$ cat src/rtl/port_capture_bank.sv
module port_capture_bank #(
  parameter int PORTS = 3,
  parameter int PW    = 8,
  parameter int GRP   = 4,
  localparam int N    = PORTS * PW,
  localparam int NG   = N / GRP,
  localparam int SW   = $clog2(PORTS + 1),
  localparam int DW   = 2 * PW
) (
  input  logic          clk,
  input  logic          rst,
  input  logic [N-1:0]  pin_in,
  input  logic [NG-1:0] term_in,
  input  logic          addr_strobe,
  input  logic          cfg_we,
  input  logic [SW-1:0] cfg_sel,
  input  logic [DW-1:0] cfg_data,
  input  logic          rd_strobe,
  input  logic          cs,
  input  logic [SW-1:0] rd_port,
  output logic [N-1:0]  bus_out,
  output logic [PW-1:0] rd_data
);

  logic [2*N-1:0] mode_q;
  logic [NG-1:0]  src_q, en_n, en_q;
  logic [N-1:0]   st_q;
  logic [PW-1:0]  rd_sel;

  assign en_n = (src_q & {NG{addr_strobe}}) | (~src_q & term_in);

  always_ff @(posedge clk) begin
    if (rst) begin
      mode_q <= '0;
      src_q  <= '0;
    end else if (cfg_we) begin
      if (32'(cfg_sel) < PORTS) mode_q[32'(cfg_sel)*DW +: DW] <= cfg_data;
      else                      src_q <= cfg_data[NG-1:0];
    end
  end

  always_ff @(posedge clk) en_q <= rst ? '0 : en_n;

  for (genvar k = 0; k < N; k++) begin : g_cell
    localparam int G = k / GRP;
    logic [1:0] m;
    logic cap;
    assign m   = mode_q[2*k +: 2];
    assign cap = (m == 2'b01 && en_n[G]) || (m == 2'b10 && en_n[G] && !en_q[G]);

    always_ff @(posedge clk) begin
      if (rst)      st_q[k] <= 1'b0;
      else if (cap) st_q[k] <= pin_in[k];
    end

    assign bus_out[k] = (m == 2'b01) ? (en_n[G] ? pin_in[k] : st_q[k]) :
                        (m == 2'b10) ? st_q[k] : pin_in[k];
  end

  always_comb begin
    rd_sel = '0;
    for (int p = 0; p < PORTS; p++)
      if (32'(rd_port) == p) rd_sel = bus_out[p*PW +: PW];
  end

  always_ff @(posedge clk) begin
    if (rst)                   rd_data <= '0;
    else if (rd_strobe && cs) rd_data <= rd_sel;
  end

endmodule


$ cat config.mk
export PLATFORM = sky130hd
export DESIGN_NAME = port_capture_bank
export DESIGN_NICKNAME = d
export VERILOG_FILES = /design/src/rtl/port_capture_bank.sv
export SDC_FILE = /design/constraint.sdc
export NUM_CORES = 1
export LEC_CHECK = 0
export BUFFER_PORTS_ARGS = -buffer_cell sky130_fd_sc_hd__buf_2
export CAP_MARGIN = 25
export CORE_MARGIN = 1.5
export CORE_UTILIZATION = 60
export CTS_BUF_LIST = sky130_fd_sc_hd__clkbuf_4 sky130_fd_sc_hd__clkbuf_8
export DETAILED_ROUTE_END_ITERATION = 6
export GPL_TIMING_DRIVEN = 0
export HOLD_SLACK_MARGIN = 0.08
export PLACE_DENSITY = 0.85
export SLEW_MARGIN = 5
export SYNTH_ARGS = -nofsm -noshare
export SYNTH_HDL_FRONTEND = slang
export SYNTH_SLANG_ARGS = --single-unit
$ cat constraint.sdc
create_clock -name clk -period 3.75 [get_ports clk]
set_input_delay 0.1875 -clock clk [delete_from_list [all_inputs] [get_ports clk]]
set_output_delay 0.1875 -clock clk [all_outputs]
set_load 0.02 [all_outputs]
==> results.json <==
{
  "root_buffer": "clkbuf_8",
  "post-route-period-util_pct": 57.6,
  "stdcell_area_um2": 5710,
  "wl_met1_um": 5440,
  "cts_buffers": 9,
  "cts_resized": 0,
  "vias": 4373,
  "dp_hpwl_um": 9400,
  "grt_pass1_wl_um": 19700,
  "dr.pass1.iters": 5,
  "post_dp_cell_area_um2": 5440,
  "grt_util_all_layers_pct": 29.4,
  "worstSkewPairLatency_ns": 0.37,
  "ir_worst_vdd_mv": 0.253,
  "setup_viol": 0,
  "post-synth-top-area-cell": "dfxtp_1",
  "drive_gt1_share_pct": 28.9,
  "synth_top_flop_cell": "dfxtp_1",
  "cts_tree": "built",
  "fp-row-count": 32,
  "synth_cells": 530,
  "cts_sinks": 92,
  "seq_area_frac_synth_pct": 37.7,
  "fin_crit_ns": 2.16,
  "routed.top_layer": "met4",
  "post-route-util_pct": 73.2,
  "coreArea_um2": 7810,
  "io_pins": 88,
  "antenna_found_initial": 0,
  "num_antenna_cells": 0,
  "clkTransAtPathRegs_ns": 0.11,
  "drcViolationCount": 0,
  "worst_slew_pin_slew_ns": 0.652,
  "cp_data_required_time_ns": 3.56,
  "ant_nets": 0,
  "crit_type": "flip-flop to output pin",
  "synth_cell_type_count": 50,
  "dieArea_um2": 8690,
  "dr_wl_met2_um": 5810,
  "synth_fp_nets": 591,
  "htreeDepth": 3,
  "fin_ws_ns": 1.59,
  "drt_iter0_drc": 210,
  "first_global_vias": 4155,
  "power.leakage_nw": 2.41,
  "grt_max_degree": 18,
  "end_kind": "output pin",
  "cts_setup_buffers": 0,
  "maxCapViolCount": 0,
  "dr_wl_met3_um": 872,
  "ys_ff_latch": 92,
  "yosys-top-cells-area": "dfxtp_1, nor2b_1, nor2_1",
  "initial_core_util_pct": 62.6,
  "path_max_fanout": 10,
  "drv_slew": 0,
  "port_buffers": 86,
  "synth_common_cells": "dfxtp_1, nor2_1, nor2b_1",
  "rsz0062_at_grt": "no",
  "die_w_um": 93.2,
  "async_reset_ff_share_pct": 0,
  "tns_ns": 0,
  "gp_congestion": 0.845,
  "cts.path.max_buffers": 2,
  "hold_class": "input pin to flip-flop",
  "dp_slack_ns": 1.82,
  "wirelength_um": 12400,
  "outcome": "completed",
  "start_kind": "flip-flop",
  "hold_viol": 0,
  "mappedNetlistArea_um2": 4890,
  "crit_arrival_ns": 1.97,
  "wl_per_cell_um": 16.6,
  "vias_per_cell": 5.89,
  "synth_edf_count": 0,
  "relSlewSlack_pct": 56.5,
  "fmax_ghz": 0.463,
  "skew_ns": 0.0160,
  "fin_nets": 696,
  "synth_warnings": 0,
  "dieHeight_um": 93.2,
  "power_density_nw_per_um2": 334,
  "area_growth_pct": 16.9,
  "syn-mean-instance-area_um2": 9.22,
  "synth_top_area_share_pct": 37.7,
  "yosysMostFrequentCell": "dfxtp_1",
  "grt_overflow": 0,
  "fill_cells": 600
}
[layer usage]
layer	vias to the layer above	track usage, %
met5	-	0
met4	0	10.2
met3	25	7.48
met2	166	47.5
met1	2079	37.8
li1	2103	-
[logic make-up (layout without fill, tap and decap cells)]
kind of cell / after synthesis / after routing / synth area share (%)
compound gates: 134 / 134 / 20.4
simple gates: 204 / 204 / 22.1
xor+xnor: 4 / 4 / 0.717
fa+ha+maj: 5 / 5 / 1.28
buf+inv: 32 / 142 / 3.18
mux: 59 / 59 / 14.6
flops: 92 / 92 / 37.7
[worst max-delay path: stages, from the launching register on]
cell	delay, ns
dfxtp_1	0.39
mux2_4	0.38
buf_4	0.19
nor3_1	0.13
a21oi_1	0.08
mux2_2	0.28
buf_2	0.16
[sequential cells by signal, indices dropped and copies added, names as in the netlist]
signal	count
mode_q	48
rd_data	8
src_q	6
st_q	24
en_q	6
[stage by stage]
| step | hold WS, ns | cells | power (mW) |
|---|---|---|---|
| 4_1_cts | 0.0805 | 741 | 1.91 |
| 5_1_grt | 0.0807 | 742 | 1.97 |
| 3_3_place_gp | 0.430 | 718 | 1.26 |
| 3_5_place_dp | 0.442 | 718 | 1.27 |
| 2_1_floorplan | 0.322 | 530 | 1.17 |
| 6_report | 0.0871 | 742 | 1.91 |
[layout make-up]
cell class              count  area [µm²]  share of cell area (%)
clock buffers              10         138                    2.41
repair buffers             94         510                    8.94
inverters                   8        30.0                   0.526
well taps                 102         128                    2.23
clock inverters             6        51.3                   0.898
multi-input cells         406        2890                    50.6
flip-flops and latches     92        1840                    32.2
plain buffers              24         125                    2.19
[path summary, 6_finish.rpt]
kind,start,end,slack [ns],cells past startpoint
max,src_q[1],bus_out[4],1.59,6
min,pin_in[20],st_q[20],0.09,3
max reg2reg,src_q[1],rd_data[5],1.93,5
min reg2reg,rd_data[3],rd_data[3],0.45,2
[report_power, final]
group	total [mW]	switching [mW]	leakage (nW)	internal, mW
registers	1.00	0.0126	0.744	0.991
logic	0.255	0.155	1.58	0.0995
clock network	0.651	0.381	0.0943	0.270
total	1.91	0.549	2.41	1.36
[cell usage in the layout, fill, tap and decap left out, types with 12 or more instances in the layout]
master / count
buf_2: 93
nor2b_1: 49
a21oi_1: 20
mux2i_1: 24
a22oi_1: 38
mux2_2: 20
nand2_1: 17
dfxtp_1: 92
clkbuf_1: 12
o21ai_0: 30
nand3_1: 13
nor2_1: 79
[repair_timing]
item | 4_1_cts | 5_1_grt
endpoints found under the hold margin | 7 | 1
setup endpoints to repair | 0 | 0
hold buffers | 7 | 1
No activity file was read; power rests on OpenSTA's default activity.
